**config.mk**
```make
export PLATFORM = sky130hd
export DESIGN_NAME = ualign_load_unit
export DESIGN_NICKNAME = d
export VERILOG_FILES = /design/src/rtl/ualign_pkg.sv /design/src/rtl/ualign_seq.sv /design/src/rtl/ualign_rot.sv /design/src/rtl/ualign_join.sv /design/src/rtl/ualign_load_unit.sv
export SDC_FILE = /design/constraint.sdc
export NUM_CORES = 1
export LEC_CHECK = 0
export BUFFER_PORTS_ARGS = -buffer_cell sky130_fd_sc_hd__buf_4
export CAP_MARGIN = 10
export CORE_ASPECT_RATIO = 1.25
export CORE_MARGIN = 2
export CORE_UTILIZATION = 35
export CTS_CLUSTER_DIAMETER = 30
export DETAILED_ROUTE_END_ITERATION = 8
export PLACE_DENSITY_LB_ADDON = 0.25
export SYNTH_ARGS = -nofsm -noshare
export SYNTH_HDL_FRONTEND = slang
export SYNTH_SLANG_ARGS = --single-unit
export TNS_END_PERCENT = 1
```
**constraint.sdc**
```tcl
create_clock -name clk -period 3.4 [get_ports clk]
set_clock_uncertainty 0.15 [all_clocks]
set_input_delay 0.17 -clock clk [delete_from_list [all_inputs] [get_ports clk]]
set_output_delay 0.17 -clock clk [all_outputs]
set_load 0.05 [all_outputs]
```
**src/rtl/ualign_pkg.sv**
```systemverilog
package ualign_pkg;

  typedef enum logic [1:0] {
    LD_ROTATE = 2'd0,
    LD_FAULT  = 2'd1,
    LD_SPLIT  = 2'd2,
    LD_RSVD   = 2'd3
  } ld_mode_e;

  typedef enum logic [1:0] {
    ST_IDLE  = 2'd0,
    ST_READ0 = 2'd1,
    ST_READ1 = 2'd2,
    ST_RESP  = 2'd3
  } ld_state_e;

  function automatic logic mode_faults(input ld_mode_e m);
    return (m == LD_FAULT) || (m == LD_RSVD);
  endfunction

endpackage

```
**src/rtl/ualign_seq.sv**
```systemverilog
module ualign_seq
  import ualign_pkg::*;
#(
  parameter int ADDR_W = 32,
  parameter int OFF_W  = 2,
  localparam int WADDR_W = ADDR_W - OFF_W
) (
  input  logic               clk,
  input  logic               rst,
  input  logic               req_valid,
  input  logic [ADDR_W-1:0]  req_addr,
  input  logic [1:0]         req_mode,
  output logic               req_ready,
  output logic               mem_rd_en,
  output logic [WADDR_W-1:0] mem_rd_addr,
  output logic [OFF_W-1:0]   cap_off,
  output logic               cap_split,
  output logic               cap_fault,
  output logic               take_lo,
  output logic               fire
);

  ld_state_e state_q;
  ld_mode_e  mode_in;
  logic      mis_in;

  assign mode_in   = ld_mode_e'(req_mode);
  assign mis_in    = (req_addr[OFF_W-1:0] != '0);
  assign req_ready = (state_q == ST_IDLE);
  assign take_lo   = (state_q == ST_READ1);
  assign fire      = (state_q == ST_RESP);

  always_ff @(posedge clk) begin
    if (rst) begin
      state_q     <= ST_IDLE;
      mem_rd_en   <= 1'b0;
      mem_rd_addr <= '0;
      cap_off     <= '0;
      cap_split   <= 1'b0;
      cap_fault   <= 1'b0;
    end else begin
      unique case (state_q)
        ST_IDLE: begin
          if (req_valid) begin
            cap_off   <= req_addr[OFF_W-1:0];
            cap_split <= mis_in && (mode_in == LD_SPLIT);
            cap_fault <= mis_in && mode_faults(mode_in);
            if (mis_in && mode_faults(mode_in)) begin
              mem_rd_en <= 1'b0;
              state_q   <= ST_RESP;
            end else begin
              mem_rd_en   <= 1'b1;
              mem_rd_addr <= req_addr[ADDR_W-1:OFF_W];
              state_q     <= ST_READ0;
            end
          end
        end
        ST_READ0: begin
          if (cap_split) begin
            mem_rd_en   <= 1'b1;
            mem_rd_addr <= mem_rd_addr + 1'b1;
            state_q     <= ST_READ1;
          end else begin
            mem_rd_en <= 1'b0;
            state_q   <= ST_RESP;
          end
        end
        ST_READ1: begin
          mem_rd_en <= 1'b0;
          state_q   <= ST_RESP;
        end
        default: begin
          mem_rd_en <= 1'b0;
          state_q   <= ST_IDLE;
        end
      endcase
    end
  end

endmodule

```
**src/rtl/ualign_rot.sv**
```systemverilog
module ualign_rot #(
  parameter int DATA_W = 32,
  localparam int BYTES = DATA_W / 8,
  localparam int OFF_W = $clog2(BYTES)
) (
  input  logic [DATA_W-1:0] word_in,
  input  logic [OFF_W-1:0]  off,
  output logic [DATA_W-1:0] word_out
);

  always_comb begin
    for (int i = 0; i < BYTES; i++) begin
      logic [OFF_W-1:0] src;
      src = off + OFF_W'(i);
      word_out[i*8 +: 8] = word_in[src*8 +: 8];
    end
  end

endmodule

```
**src/rtl/ualign_join.sv**
```systemverilog
module ualign_join #(
  parameter int DATA_W = 32,
  localparam int BYTES = DATA_W / 8,
  localparam int OFF_W = $clog2(BYTES)
) (
  input  logic [DATA_W-1:0] lo_word,
  input  logic [DATA_W-1:0] hi_word,
  input  logic [OFF_W-1:0]  off,
  output logic [DATA_W-1:0] word_out
);

  logic [2*DATA_W-1:0] pair;
  assign pair = {hi_word, lo_word};

  always_comb begin
    for (int i = 0; i < BYTES; i++) begin
      logic [OFF_W:0] src;
      src = {1'b0, off} + (OFF_W+1)'(i);
      word_out[i*8 +: 8] = pair[src*8 +: 8];
    end
  end

endmodule

```
**src/rtl/ualign_load_unit.sv**
```systemverilog
module ualign_load_unit
  import ualign_pkg::*;
#(
  parameter int ADDR_W = 32,
  parameter int DATA_W = 32,
  localparam int BYTES   = DATA_W / 8,
  localparam int OFF_W   = $clog2(BYTES),
  localparam int WADDR_W = ADDR_W - OFF_W
) (
  input  logic               clk,
  input  logic               rst,
  input  logic               req_valid,
  output logic               req_ready,
  input  logic [ADDR_W-1:0]  req_addr,
  input  logic [1:0]         req_mode,
  output logic               mem_rd_en,
  output logic [WADDR_W-1:0] mem_rd_addr,
  input  logic [DATA_W-1:0]  mem_rd_data,
  output logic               resp_valid,
  output logic [DATA_W-1:0]  resp_data,
  output logic               resp_fault
);

  logic [OFF_W-1:0]  cap_off;
  logic              cap_split, cap_fault, take_lo, fire;
  logic [DATA_W-1:0] lo_q, rot_w, join_w;

  ualign_seq #(.ADDR_W(ADDR_W), .OFF_W(OFF_W)) u_seq (
    .clk(clk), .rst(rst),
    .req_valid(req_valid), .req_addr(req_addr), .req_mode(req_mode),
    .req_ready(req_ready),
    .mem_rd_en(mem_rd_en), .mem_rd_addr(mem_rd_addr),
    .cap_off(cap_off), .cap_split(cap_split), .cap_fault(cap_fault),
    .take_lo(take_lo), .fire(fire)
  );

  ualign_rot #(.DATA_W(DATA_W)) u_rot (
    .word_in(mem_rd_data), .off(cap_off), .word_out(rot_w)
  );

  ualign_join #(.DATA_W(DATA_W)) u_join (
    .lo_word(lo_q), .hi_word(mem_rd_data), .off(cap_off), .word_out(join_w)
  );

  always_ff @(posedge clk) begin
    if (rst) begin
      lo_q <= '0;
    end else if (take_lo) begin
      lo_q <= mem_rd_data;
    end
  end

  always_ff @(posedge clk) begin
    if (rst) begin
      resp_valid <= 1'b0;
      resp_fault <= 1'b0;
      resp_data  <= '0;
    end else if (fire) begin
      resp_valid <= 1'b1;
      resp_fault <= cap_fault;
      if (cap_fault)      resp_data <= '0;
      else if (cap_split) resp_data <= join_w;
      else                resp_data <= rot_w;
    end else begin
      resp_valid <= 1'b0;
      resp_fault <= 1'b0;
    end
  end

endmodule

```
# [After elaboration in Yosys (flattened, before gate mapping)]
# Cells that the tools add are included.
[op_classes] n_addsub=7 n_eq_ne=9 n_shift=8 muxes=15 bitwise=1 n_reduce_logical=9
[op_table] cell="$shiftx 64x7->8" n=3
[op_table] cell="$shiftx 32x6->8" n=4
[op_table] cell="$mux 30" n=3
[op_table] cell="$mux 32" n=2
[op_table] cell="$shiftx 64x6->8" n=1
[op_table] cell="$pmux 30 s2" n=1
[op_table] cell="$add 30x1->30 const B" n=1
[op_table] cell="$eq 2x2->1 const B" n=4
[op_table] cell="$add 2x2->3 const B" n=2
[op_table] cell="$pmux 2 s3" n=1
[op_table] cell="$mux 1" n=5
[op_table] cell="$add 2x2->2 const B" n=2
[op_table] cell="$eq 2x1->1 const B" n=2
[op_table] cell="$mux 2" n=2
[op_table] cell="$ne 2x2->1 const B" n=2
[op_table] cell="$reduce_and 4->1" n=1
[op_table] cell="$reduce_bool 2->1" n=2
[op_table] cell="$add 2x1->3 const B" n=1
[op_table] cell="$add 2x1->2 const B" n=1
[op_table] cell="$logic_and 1x1->1" n=2
[op_table] cell="$logic_not 2->1" n=1
[op_table] cell="$ne 2x1->1 const B" n=1
[op_table] cell="$pmux 1 s2" n=1
[op_table] cell="$reduce_and 2->1" n=1
[op_table] cell="3 further kinds" n=3
[word_totals] reg_bits=103 elab_cells=59

# [Longest topological paths before layout]
# Gate-level depths: netlist (run 1).
[depth] depth_word=6 ltp_mapped=10

# [Hierarchy]
# From an unflattened synthesis (run 1), not the netlist that was laid out.
[hier_totals] hier_cells=621 hier_area_um2=6734.0
[by_module_without_submodules] mod="ualign_load_unit" n_inst=1 cells_each=217 area_per_inst_um2=2688.8 seq_area_each_um2=1321.3
[by_module_without_submodules] mod="ualign_seq" n_inst=1 cells_each=324 area_per_inst_um2=2396.0 seq_area_each_um2=740.7
[by_module_without_submodules] mod="ualign_join" n_inst=1 cells_each=40 area_per_inst_um2=824.5 seq_area_each_um2=0.0
[by_module_without_submodules] mod="ualign_rot" n_inst=1 cells_each=40 area_per_inst_um2=824.5 seq_area_each_um2=0.0

# [Least setup slack after synthesis (run 1)]
# Ideal clock, no wire load.
[synth_path] kind="register to register" from="register u_seq.state_q[0]" to="register u_seq.mem_rd_addr[2]" setup_time_ns=0.070 arrival_time_ns=2.315 required_ns=3.180 slack_ns=0.865 path_stages_with_launch=11 cell_sequence="dfxtp_1 -> inv_1 -> ha_1 -> clkbuf_1 -> mux2_2 -> and3_1 -> clkbuf_1 -> buf_2 -> buf_1 -> nand2_1 -> a21oi_1"
[synth_via] elab_chain_cells=3
[synth_lines] element="start: declaration" line_no="ualign_seq.sv:23" text="ld_state_e state_q;"
[synth_lines] element="start signal: assignment" line_no="ualign_seq.sv:35" text="state_q <= ST_IDLE;"
[synth_lines] element="start signal: assignment" line_no="ualign_seq.sv:50" text="state_q <= ST_RESP;"
[synth_lines] element="start signal: assignment" line_no="ualign_seq.sv:54" text="state_q <= ST_READ0;"
[synth_lines] element="$logic_not 2->1 *"
[synth_lines] element="via req_ready" line_no="ualign_load_unit.sv:13" text="output logic req_ready,"
[synth_lines] element="$ne 2x2->1 (no line) / $reduce_bool 2->1 (equally long branches)"
[synth_lines] element="$reduce_and 4->1 (no line)"
[synth_lines] element="end signal: assignment" line_no="ualign_seq.sv:53" text="mem_rd_addr <= req_addr[ADDR_W-1:OFF_W];"
[synth_lines] element="end signal: assignment" line_no="ualign_seq.sv:61" text="mem_rd_addr <= mem_rd_addr + 1'b1;"
[synth_lines] element="end: declaration" line_no="ualign_seq.sv:15" text="output logic [WADDR_W-1:0] mem_rd_addr,"
# Mark *: on every way through the listed nets, which the timed path passes. The rest lies on a longest branch.
# A chain may end at the register's enable or synchronous reset.

# [Worst setup path after layout (run 1)]
[layout_path] from="register u_seq.state_q[0]" to="register u_seq.mem_rd_addr[24]"
[layout_via] elab_chain_cells=3
[layout_lines] element="$eq 2x1->1 / $logic_not 2->1 (equally long branches)" line_no="ualign_seq.sv:42" text="unique case (state_q)"
[layout_lines] element="$ne 2x1->1 (no line), or another cell as far along"
[layout_lines] element="$reduce_and 4->1 (no line)"
# Several ways; a longest one is shown, not always the timed one.

==> impl_metrics.json, run 1 <==
{
  "synth-edff-count": 0,
  "end_kind": "register",
  "fmax_mhz": 377,
  "setup_viol": 0,
  "rows": 52,
  "die_y_um": 148,
  "via_count": 5520,
  "initial_core_util": 0.359,
  "cts_resized": 0,
  "synth.area.top_cells": "dfxtp_1, mux4_2, mux2i_1",
  "arrival_ns": 2.73,
  "ant_nets": 0,
  "synthDistinctLibCells": 49,
  "grt_pass1_vias": 5353,
  "min_period_over_period": 0.780,
  "drv_slew": 0,
  "cts_htree_levels": 3,
  "crit_path_max_fanout": 19,
  "regToRegSetupSlack_ns": 0.75,
  "clock-sinks": 103,
  "clk_pin_slew_ns": 0.07,
  "min_to": "u_seq.mem_rd_addr[1]$_SDFFE_PP0P_",
  "die_w_um": 119,
  "cellPowerDensity_nw_per_um2": 728,
  "slowest_delay_ns": 0.69,
  "postLayoutCoreUtil": 0.476,
  "period_minus_slack_ns": 2.65,
  "r2r-end": "u_seq.mem_rd_addr[24]$_SDFFE_PP0P_",
  "dp_hpwl_mm": 12.0,
  "cts_made_buffers": 9,
  "layout.nets": 849,
  "drtPass1Iterations": 5,
  "p_leak_nw": 2.93,
  "drt_drc_violations_left": 0,
  "portBuffers": 134,
  "yosys_register_bits": 103,
  "tns_ns": 0,
  "synth_area_per_cell_sq_um": 9.29,
  "synth.cell_area_sq_um": 5810,
  "clock_latency_ns": 0.35,
  "reg2reg_depth": 7,
  "grt_overflow": 0,
  "syn-num-nets": 699,
  "min_path_cells": 3,
  "synth.largest_area_cell": "dfxtp_1",
  "async_reset_ff_frac": 0,
  "reg2reg_from": "u_seq.state_q[0]$_SDFFE_PP0P_",
  "rsz0062_at_grt": "false",
  "core_sq_um": 16200,
  "grt_use_total": 0.194,
  "grt_max_degree": 67,
  "synth.most_common_cell": "dfxtp_1",
  "cts_buffer_depth": 2,
  "yosysSeqAreaShare": 0.355,
  "status": "completed",
  "crit_slowest_cell": "and3_1",
  "drt_iter0_markers": 291,
  "yosysWarnings": 0,
  "grt_pass1_wl_mm": 27.6,
  "worstPathCellList": "inv_1 -> ha_1 -> o211ai_1 -> and3_1 -> nand2_1 -> o311ai_0 -> a31oi_1",
  "drv_cap": 0,
  "vias_per_cell": 5.54,
  "finalHoldViolations": 0,
  "synth_top_area_frac": 0.355,
  "cp-start-kind": "register",
  "root_buffer": "clkbuf_16",
  "wire_per_inst_um": 17.3,
  "gp_congestion": 0.860,
  "hp-class": "in2reg",
  "worstHoldStart": "req_addr[3]",
  "peakVddDrop_mv": 0.563,
  "antenna_cells": 0,
  "drt_wl_total_mm": 17.2,
  "worst-setup-path-type": "reg2reg",
  "synth_common_cells": "dfxtp_1, nor2_1, mux2i_1",
  "io_pins": 135,
  "max-slew-margin-rel": 0.267,
  "dieArea_sq_um": 17600,
  "antenna_found_initial": 0,
  "tightest_slew_ns": 1.10,
  "tritoncts": "done",
  "nFillCells": 1537,
  "netlist_instances": 625,
  "crit_required_ns": 3.47,
  "layout-drive-gt1-share": 0.286,
  "area_growth_pct": 32.7,
  "hold_buffers": 43,
  "synthFlopType": "dfxtp_1",
  "cts_setup_buffers": 0
}
## layer usage
layer / global-route usage / share of wire / up-vias
li1: - / - / 2642
met1: 0.237 / 0.41 / 2652
met2: 0.345 / 0.52 / 208
met3: 0.0413 / 0.064 / 18
met4: 0.0554 / 0.013 / 0
met5: 0 / 0 / -
## layout by cell type (no fill, tap or decap), drive strengths merged, types with 3 or more instances in the layout
cell type,n
and4,6
buf,146
and3,7
nor4,5
or4,4
clkinvlp,3
a41oi,3
nor3,11
or3,3
nor2b,5
mux4,32
nand2b,4
dlygate4sd3,43
o311ai,3
mux2,23
a22o,8
nand3,21
nor2,64
a211oi,10
a31oi,6
nand4,12
a22oi,12
o32ai,5
clkbuf,11
o22ai,8
a21oi,32
nand2,54
inv,13
ha,5
mux2i,61
o21ai,38
dfxtp,103
## area by class of cell
cell class	instances	area, sq um	share of cell area
repair buffers	189	1540	0.200
inverters	13	48.8	0.00633
clock inverters	5	57.6	0.00747
well taps	216	270	0.0351
clock buffers	11	243	0.0315
multi-input cells	459	3490	0.452
flip-flops and latches	103	2060	0.268
## worst max-delay path: cells and delay by family (launching register included)
family / cells / cell delay, ns
AO/OA/AOI/OAI: 3 / 0.57
buffers and inverters: 1 / 0.09
flip-flops: 1 / 0.40
adder cells (fa/ha/maj): 1 / 0.32
AND/OR/NAND/NOR: 2 / 0.98
## kinds of logic (layout without fill, tap and decap cells)
logic type	Yosys count	in the layout	share of synthesized area
adders and majority gates	5	5	0.0108
and+or+nand+nor	200	200	0.163
DFF	103	103	0.355
AOI/OAI and AO/OA	138	138	0.152
muxes	116	116	0.274
buffers and inverters	63	218	0.0457
## worst max path at each step
stage	start	to	slack [ns]
after CTS	u_seq.state_q[0]$_SDFFE_PP0P_	u_seq.mem_rd_addr[10]$_SDFFE_PP0P_	0.81
after floorplan	u_seq.state_q[0]$_SDFFE_PP0P_	u_seq.mem_rd_addr[2]$_SDFFE_PP0P_	0.86
after detailed placement	u_seq.state_q[0]$_SDFFE_PP0P_	u_seq.mem_rd_addr[25]$_SDFFE_PP0P_	0.81
after global routing	u_seq.state_q[0]$_SDFFE_PP0P_	u_seq.mem_rd_addr[25]$_SDFFE_PP0P_	0.51
after global placement	u_seq.state_q[0]$_SDFFE_PP0P_	u_seq.mem_rd_addr[25]$_SDFFE_PP0P_	0.96
final	u_seq.state_q[0]$_SDFFE_PP0P_	u_seq.mem_rd_addr[24]$_SDFFE_PP0P_	0.75
## where the power goes
group | switching, mW | internal, mW | leakage [nW]
Clock | 0.468 | 0.590 | 0.138
Combinational | 1.65 | 1.02 | 1.95
Sequential | 0.382 | 1.51 | 0.839
Total | 2.50 | 3.11 | 2.93
## state kept, by name (all words and copies together), names as in the netlist
signal             cells
lo_q                  32
resp_data             32
resp_valid             1
u_seq.mem_rd_addr     30
u_seq.cap_split        1
u_seq.mem_rd_en        1
u_seq.cap_off          2
u_seq.cap_fault        1
resp_fault             1
u_seq.state_q          2
## stage by stage
stage               area, sq um  hold slack [ns]  setup slack, ns  cells  total power, mW
floorplan                  5810            0.167            0.865    625             3.75
global placement           6980            0.285            0.960    937             4.48
detailed placement         6980            0.293            0.813    937             4.52
CTS                        7710          0.00345            0.808    996             5.64
global route               7710           0.0287            0.515    996             5.92
finish                     7710           0.0213            0.748    996             5.61
Power figures use the tool's default switching activity.
==> run 2: changes to the inputs <==
- clock period: 3.4 -> 2.5 ns (I/O delays scaled with it)
==> run 2 against run 1 <==
- register-to-register slack worse by 0.59 ns
- clock-buffer cell count shrank 1
- die area unchanged
- sequential cell count stayed put
- critical path depth down 1
- total power is 40% higher
- clock power increased by 40%
- maximum frequency is 13% higher
- utilization rose by 2.1 points
- combinational power rose by 45%
- sequential share of layout area decreased by 1.1 points
- wire length grew 3.7%
- largest power group unchanged
- highest routed layer unchanged
==> impl_metrics.json, run 2 (same netlist as run 1, synthesis figures left out) <==
{
  "status": "completed",
  "seq_power_share": 0.318,
  "root_buffer": "clkbuf_16",
  "dp_hpwl_mm": 12.4,
  "final_common_cell": "buf_4",
  "max-slew-margin-rel": 0.568,
  "layout.nets": 883,
  "tightest_slew_ns": 0.648,
  "p_leak_nw": 3.11,
  "grt_overflow": 0,
  "initial_core_util": 0.359,
  "crit_required_ns": 2.64,
  "portBuffers": 134,
  "min_period_over_period": 0.936,
  "combPwrFrac": 0.494,
  "drtPass1Iterations": 4,
  "layout-drive-gt1-share": 0.295,
  "grt_max_degree": 52,
  "final_cell_mix": "buf_4, dfxtp_1, nor2_1, dlygate4sd3_1, mux2i_1",
  "tritoncts": "done",
  "arrival_ns": 2.48,
  "wire_per_inst_um": 17.3,
  "final_cells": 1030,
  "core_sq_um": 16200,
  "clock-sinks": 103,
  "dpl.cell_count": 951,
  "antenna_found_initial": 0,
  "crit_path_max_fanout": 51,
  "reg_top3": "lo_q: 32 flops, resp_data: 32 flops, u_seq.mem_rd_addr: 30 flops",
  "drt_wl_total_mm": 17.9,
  "grt_use_total": 0.203,
  "fmax_mhz": 427,
  "drt_iter0_markers": 410,
  "period_minus_slack_ns": 2.34,
  "hp-class": "in2reg",
  "antenna_cells": 0,
  "p_clk_frac": 0.188,
  "grt_pass1_wl_mm": 28.6,
  "p_int_mw": 4.36,
  "grt_pass1_vias": 5656,
  "worst-setup-path-type": "reg2reg",
  "area_growth_pct": 38.6,
  "finalHoldViolations": 0,
  "die_w_um": 119,
  "end_kind": "register",
  "nFillCells": 1514,
  "cp-start-kind": "register",
  "p_switching_mw": 3.49,
  "drv_slew": 0,
  "switching_share": 0.445,
  "rsz0062_at_grt": "false",
  "vias_per_cell": 5.53,
  "gp_congestion": 0.845,
  "drv_cap": 0,
  "dieArea_sq_um": 17600,
  "cts_buffer_depth": 2,
  "cellPowerDensity_nw_per_um2": 976,
  "cts_made_buffers": 9,
  "io_pins": 135,
  "clk_pin_slew_ns": 0.08,
  "cts_setup_buffers": 0,
  "ant_nets": 0,
  "rows": 52,
  "clock_latency_ns": 0.36,
  "die_y_um": 148,
  "drt_drc_violations_left": 0,
  "via_count": 5701,
  "cts_htree_levels": 3,
  "tns_ns": 0,
  "setup_viol": 0,
  "peakVddDrop_mv": 0.777
}
-- run 2: changes by cell type in the layout (fill, tap and decap cells not counted), moves of 2 or more --
cell and change:
clkinvlp_4 -2, buf_12 +2, buf_4 +12, dlygate4sd3_1 +20
clkinv_4 +2
-- run 2: through the flow --
stage               setup slack [ns]  hold WS (ns)  utilization  cell area [sq um]  power [mW]
global placement               0.223         0.241        0.439               7110        6.20
finish                         0.160       0.00636        0.497               8050        7.86
CTS                            0.130      0.000347        0.497               8050        7.88
global route                 0.00550        0.0125        0.497               8050        8.29
detailed placement             0.139         0.254        0.439               7110        6.29
floorplan                      0.102         0.122            -               5810        5.10
-- run 2: worst max-delay path: stages, from the launching register on --
cell and delay (ns):
dfxtp_1 0.33, inv_1 0.10, ha_1 0.18, buf_4 0.44
nand4_1 0.34, or4_1 0.55, a31oi_1 0.16
-- run 2: routing by layer --
metal | up-vias | track usage | routed length (um)
met1 | 2787 | 0.236 | 7070
met5 | - | 0 | 0
met3 | 25 | 0.0355 | 1040
met2 | 175 | 0.361 | 9360
met4 | 0 | 0.0929 | 393
li1 | 2714 | - | -
-- run 2: path summary, 6_finish.rpt --
check / slack [ns] / to / depth (start not counted) / start
setup / recovery: 0.16 / u_seq.mem_rd_addr[25]$_SDFFE_PP0P_ / 6 / u_seq.state_q[1]$_SDFFE_PP0P_
hold / removal: 0.006 / u_seq.mem_rd_addr[17]$_SDFFE_PP0P_ / 4 / req_addr[19]
setup reg to reg: 0.16 / u_seq.mem_rd_addr[25]$_SDFFE_PP0P_ / 6 / u_seq.state_q[1]$_SDFFE_PP0P_
hold reg to reg: 0.31 / resp_data[22]$_SDFFE_PP0P_ / 2 / resp_data[22]$_SDFFE_PP0P_
-- run 2: cell type report --
class                      instances  area (sq um)  share of cell area
multi-input combinational        459          3490               0.433
sequential                       103          2060               0.256
inverter                          13          48.8             0.00606
clock buffer                      10           239              0.0297
clock inverter                     6          68.8             0.00855
tap                              216           270              0.0336
timing repair buffer             223          1870               0.232
-- run 2: power groups by stage --
stage	Sequential, mW	Clock, mW	Combinational [mW]
finish	2.50	1.48	3.88
global placement	2.49	0	3.71
global route	2.57	1.57	4.15
floorplan	3.33	0	1.77
detailed placement	2.52	0	3.77
CTS	2.49	1.51	3.88
-- run 2: what timing repair did --
action                     4_1_cts  5_1_grt
hold endpoints to repair        65        0
hold buffers                    63        0
setup endpoints to repair        0       10
gates resized for setup          0        1
